File: src/rtl/frame_accum_pkg.sv
package frame_accum_pkg;
  // Strobes from the control module to the datapath.
  typedef struct packed {
    logic countFrame;    // advance the frame counter
    logic closeInterval; // interval done: reload counter, raise transfer flag
    logic setProc;       // raise processing flag
    logic clearAll;      // drop both flags
  } accStrobes_t;

  localparam int NUM_FLAGS = 2;
  localparam int FLAG_PROC = 0;
  localparam int FLAG_XFER = 1;
endpackage

File: src/rtl/frame_accum_ctrl.sv
module frame_accum_ctrl
  import frame_accum_pkg::*;
(
  input  logic        clk,
  input  logic        rst,
  input  logic        frameStart,
  input  logic        engineActive,
  input  logic        haltStb,
  input  logic        lastFrame,
  output accStrobes_t strb
);
  logic frameOk;

  assign frameOk = frameStart & engineActive;

  always_comb begin
    strb               = '0;
    strb.countFrame    = frameOk;
    strb.setProc       = frameOk;
    strb.closeInterval = frameOk & lastFrame;
    strb.clearAll      = haltStb;
  end

  AST_IDLE_NO_FRAME: assert property (@(posedge clk) disable iff (rst)
    !engineActive |-> !strb.countFrame && !strb.closeInterval) else $error("idle frame counted");
endmodule

File: src/rtl/frame_accum_dp.sv
module frame_accum_dp
  import frame_accum_pkg::*;
#(
  parameter int LEN_W = 13
) (
  input  logic             clk,
  input  logic             rst,
  input  accStrobes_t      strb,
  input  logic [LEN_W-1:0] intervalLen,
  output logic             lastFrame,
  output logic             procBusy,
  output logic             xferBusy,
  output logic             procIrq,
  output logic             xferIrq
);
  localparam int CW = LEN_W + 1;

  logic [LEN_W-1:0]     frameCnt;
  logic [LEN_W-1:0]     effLen;
  logic [CW-1:0]        nextCnt;
  logic [NUM_FLAGS-1:0] flagSet;
  logic [NUM_FLAGS-1:0] flagQ;
  logic [NUM_FLAGS-1:0] flagDly;
  logic [NUM_FLAGS-1:0] irq;

  assign effLen    = (intervalLen == '0) ? LEN_W'(1) : intervalLen;
  assign nextCnt   = {1'b0, frameCnt} + CW'(1);
  assign lastFrame = nextCnt >= {1'b0, effLen};

  always_ff @(posedge clk) begin
    if (rst)                     frameCnt <= '0;
    else if (strb.closeInterval) frameCnt <= '0;
    else if (strb.countFrame)    frameCnt <= nextCnt[LEN_W-1:0];
  end

  always_comb begin
    flagSet            = '0;
    flagSet[FLAG_PROC] = strb.setProc;
    flagSet[FLAG_XFER] = strb.closeInterval;
  end

  // One sticky flag and one edge detector per status signal.
  for (genvar g = 0; g < NUM_FLAGS; g++) begin : gFlag
    always_ff @(posedge clk) begin
      if (rst)                flagQ[g] <= 1'b0;
      else if (strb.clearAll) flagQ[g] <= 1'b0;
      else if (flagSet[g])    flagQ[g] <= 1'b1;
    end

    always_ff @(posedge clk) begin
      if (rst) flagDly[g] <= 1'b0;
      else     flagDly[g] <= flagQ[g];
    end

    assign irq[g] = flagQ[g] & ~flagDly[g];
  end

  assign procBusy = flagQ[FLAG_PROC];
  assign xferBusy = flagQ[FLAG_XFER];
  assign procIrq  = irq[FLAG_PROC];
  assign xferIrq  = irq[FLAG_XFER];

  AST_HALT_CLEARS: assert property (@(posedge clk) disable iff (rst)
    strb.clearAll |=> !procBusy && !xferBusy) else $error("halt did not clear");
  AST_CNT_RELOAD: assert property (@(posedge clk) disable iff (rst)
    strb.closeInterval |=> frameCnt == '0) else $error("counter not reloaded");
  AST_CNT_HOLD: assert property (@(posedge clk) disable iff (rst)
    !strb.countFrame |=> $stable(frameCnt)) else $error("counter moved");
  AST_PROC_IRQ_PULSE: assert property (@(posedge clk) disable iff (rst)
    procIrq |=> !procIrq) else $error("proc irq too long");
  AST_XFER_IRQ_PULSE: assert property (@(posedge clk) disable iff (rst)
    xferIrq |=> !xferIrq) else $error("xfer irq too long");
  AST_XFER_IRQ_EDGE: assert property (@(posedge clk) disable iff (rst)
    xferIrq |-> xferBusy) else $error("xfer irq without flag");
  AST_XFER_WITH_PROC: assert property (@(posedge clk) disable iff (rst)
    xferBusy |-> procBusy) else $error("xfer without proc");
  AST_STICKY: assert property (@(posedge clk) disable iff (rst)
    procBusy && !strb.clearAll |=> procBusy) else $error("proc flag dropped");
endmodule

File: src/rtl/frame_accum_status.sv
module frame_accum_status
  import frame_accum_pkg::*;
#(
  parameter int LEN_W = 13
) (
  input  logic             clk,
  input  logic             rst,
  input  logic [LEN_W-1:0] intervalLen,
  input  logic             frameStart,
  input  logic             engineActive,
  input  logic             haltStb,
  output logic             procBusy,
  output logic             xferBusy,
  output logic             procIrq,
  output logic             xferIrq
);
  accStrobes_t strb;
  logic        lastFrame;

  frame_accum_ctrl u_ctrl (
    .clk          (clk),
    .rst          (rst),
    .frameStart   (frameStart),
    .engineActive (engineActive),
    .haltStb      (haltStb),
    .lastFrame    (lastFrame),
    .strb         (strb)
  );

  frame_accum_dp #(.LEN_W(LEN_W)) u_dp (
    .clk         (clk),
    .rst         (rst),
    .strb        (strb),
    .intervalLen (intervalLen),
    .lastFrame   (lastFrame),
    .procBusy    (procBusy),
    .xferBusy    (xferBusy),
    .procIrq     (procIrq),
    .xferIrq     (xferIrq)
  );

  AST_RESET_QUIET: assert property (@(posedge clk)
    rst |=> !procBusy && !xferBusy && !procIrq && !xferIrq) else $error("reset state");
endmodule

File: config.mk
export PLATFORM = sky130hd
export DESIGN_NAME = frame_accum_status
export DESIGN_NICKNAME = d
export VERILOG_FILES = /design/src/rtl/frame_accum_pkg.sv /design/src/rtl/frame_accum_ctrl.sv /design/src/rtl/frame_accum_dp.sv /design/src/rtl/frame_accum_status.sv
export SDC_FILE = /design/constraint.sdc
export NUM_CORES = 1
export LEC_CHECK = 0
export CORE_ASPECT_RATIO = 0.9
export CORE_MARGIN = 2
export CORE_UTILIZATION = 56
export CTS_BUF_LIST = sky130_fd_sc_hd__clkbuf_16
export DETAILED_ROUTE_END_ITERATION = 16
export PLACE_DENSITY = 0.84
export SLEW_MARGIN = 10
export SYNTH_ARGS = -nofsm -noshare
export SYNTH_HDL_FRONTEND = slang
export SYNTH_SLANG_ARGS = --single-unit
File: constraint.sdc
create_clock -name clk -period 5.6 [get_ports clk]
set_input_delay 1.4 -clock clk [delete_from_list [all_inputs] [get_ports clk]]
set_output_delay 1.4 -clock clk [all_outputs]
set_load 0.01 [all_outputs]
==> impl_metrics.toml <==
[drt]
antenna_left = 0
drc_errors = 0
wl_met2_um = 1420
highest_layer = "met4"
vias_per_cell = 5.43
drt-total-wl_um = 2710
via_count = 1080
first_pass_iters = 4
met3_length_um = 76
wl_met1_um = 1200
drt_iter0_markers = 16
wire_per_inst_um = 13.6

[synthesis]
synth.distinct_cells = 33
synth.area.top_cells = "dfxtp_1 27%, ha_1 14%, xor2_1 8.4%, xnor2_1 7.0%, nor2_2 5.0%"
synth_top_area_cell = "dfxtp_1"
syn_inst = 151
synthMuxAreaShare_pct = 0
synth_top_family_by_area = "simple AND/OR/NAND/NOR gates"
seq_area_frac_synth_pct = 27.1
ys_ff_latch = 17
yosys_warnings = 0
synth_fa_ha_area_share_pct = 13.9
syn-mean-instance-area_um2 = 8.33
synthXorXnorAreaFrac_pct = 15.3
synth-compound-area-share_pct = 7.66
syn_area_um2 = 1260
post-synth-top-area-fraction_pct = 27.1
synth-simple-area-share_pct = 30.0
syn_nets = 183

[timing]
hold-worst-slack_ns = 0.491
clock-skew-final_ns = 0.00133
rsz0062_at_grt = "no"
slew_violations = 0
maxSlewHeadroom_pct = 59.4
max_slew.worst_pin.slew_ns = 0.608
period_share_pct = 69.2
fmax_mhz = 258
hold_viol = 0
setup_violations = 0
period_minus_slack_ns = 3.87
tns_ns = 0

[critical_path]
cp-end-kind = "flip-flop"
critPathKind = "input pin to flip-flop"
crit_fanout = 12
rr_worst_depth = 11
cp.arrival_ns = 4.05
worst-path-stages = 11
path_delay_family = "compound AO/OA/AOI/OAI gates"
start_kind = "input pin"
cp_slowest_cell = "a221o_1"
slowest_delay_ns = 0.57
crit_chain = "clkdlybuf4s50_1 > inv_1 > nand4_1 > nor4_1 > a31o_2 > ha_1 > nand2b_1 > a21oi_1 > o21ai_0 > a221o_1 > nor2_2"
critical_path_required_ns = 5.77
cp_num_buf_inv = 2

[global_routing]
grt_pass1_vias = 1080
grt_pass1_wl_um = 4630
track_usage_pct = 23.5
grt_max_degree = 13
antenna_found_initial = 0
grt-ovfl-total = 0

[clock_network]
post_cts_buffers = 0
clockRootBuffer = "clkbuf_16"
ctsHoldBuffers = 0
cts_tree = "built"
cts_buffer_depth = 2
path_clk_slew_ns = 0.05
clkLatencyLatePin_ns = 0.24
cts.repair.resized = 0
cts_buffers = 3
clock-sinks = 17
htree_num_levels = 1

[floorplanning]
core-area_um2 = 2140
start_util_pct = 58.7
fp-row-count = 16
die_w_um = 54.0
io_pins = 22
dieArea_um2 = 2640
die_h_um = 49.0

[layout]
utilization_pct = 72.3
final_common_cell = "clkdlybuf4s50_1"
antenna_cells = 0
fin_cells = 199
final_cell_mix = "21 x clkdlybuf4s50_1, 17 x dfxtp_1, 14 x ha_1"
num-nets-final = 205
drive_gt1_share_pct = 11.0
fin_area_um2 = 1550
syn_to_final_growth_pct = 23.2

[worst_hold_path]
hold_depth = 1
worstHoldPathType = "flip-flop to flip-flop"

[placement]
placed_cell_area_um2 = 1470
gp_congestion = 0.900
io_buffers = 21
hpwl_um = 2110
dpl.cell_count = 195

[run_status]
status = "completed"

[job]
drv_cap = 0

[pwr]
leakage_uw = 0.000675
power_density_nw_per_um2 = 190
peakVddDrop_uv = 139
worst paths after layout:
path	start	endpoint	slack (ns)
setup / recovery	intervalLen[9]	u_dp.frameCnt[8]	1.73
hold / removal	u_dp.procBusy	u_dp.flagDly[0]	0.49
hold reg to reg	u_dp.procBusy	u_dp.flagDly[0]	0.49
setup reg to reg	u_dp.frameCnt[0]	u_dp.frameCnt[8]	2.04
worst reg2reg max path, delay by kind of cell (launching register included):
family | cells | cell delay (ns)
compound gates | 1 | 0.60
xor+xnor | 1 | 0.23
fa+ha+maj | 2 | 0.51
flops | 1 | 0.42
simple gates | 7 | 1.74
cell usage after synthesis (all sizes together):
cell and count:
or2 1, o21bai 1, nand3 6, or3 1, xnor2 10, buf 3, and2 1, a211oi 1
and3 3, or4 1, xor2 12, a221oi 1, nand2 12, a31o 1, a2111o 1, inv 12
dfxtp 17, ha 14, nand2b 2, clkbuf 1, nor3 3, nor4 4, o21ai 1, nor2b 5
a221o 1, nor2 22, a21o 1, nand4 7, a21oi 6
area by class of cell:
type / instances / area (µm²)
Clock buffer: 3 / 75.1
Timing Repair Buffer: 21 / 210
Multi-Input combinational cell: 118 / 841
Sequential cell: 17 / 340
Tap cell: 27 / 33.8
Inverter: 12 / 45.0
Fill cell: 167 / 593
Clock inverter: 1 / 3.75
per-stage QoR:
stage               worst slack, ns  power, µW
detailed placement             1.50        158
global placement               1.65        157
floorplan                      2.50        141
CTS                            1.74        295
finish                         1.73        294
global route                   1.58        306
report_power, final:
group          switching [µW]  internal (µW)  total, µW  leakage, µW
Combinational            14.6           17.8       32.3     0.000496
Sequential               1.22            122        124     0.000137
Clock                    43.3           94.6        138    0.0000423
state kept, by name, indices dropped and copies added (netlist names):
| register | cells |
|---|---|
| u_dp.flagDly | 2 |
| u_dp.frameCnt | 13 |
| u_dp.procBusy | 1 |
| u_dp.xferBusy | 1 |
logic make-up (layout without fill, tap and decap cells):
kind of cell | count (synthesis) | after routing
adders and majority gates | 14 | 14
buffers and inverters | 16 | 37
xor gates and xnor gates | 22 | 22
DFF | 17 | 17
AOI/OAI and AO/OA | 14 | 14
and+or+nand+nor | 68 | 68
routing by layer:
metal	GRT usage, %	vias to the layer above
met5	0	-
met4	7.69	0
met3	1.84	2
met2	41.3	20
met1	29.3	502
li1	-	556
Power figures use the tool's default switching activity.
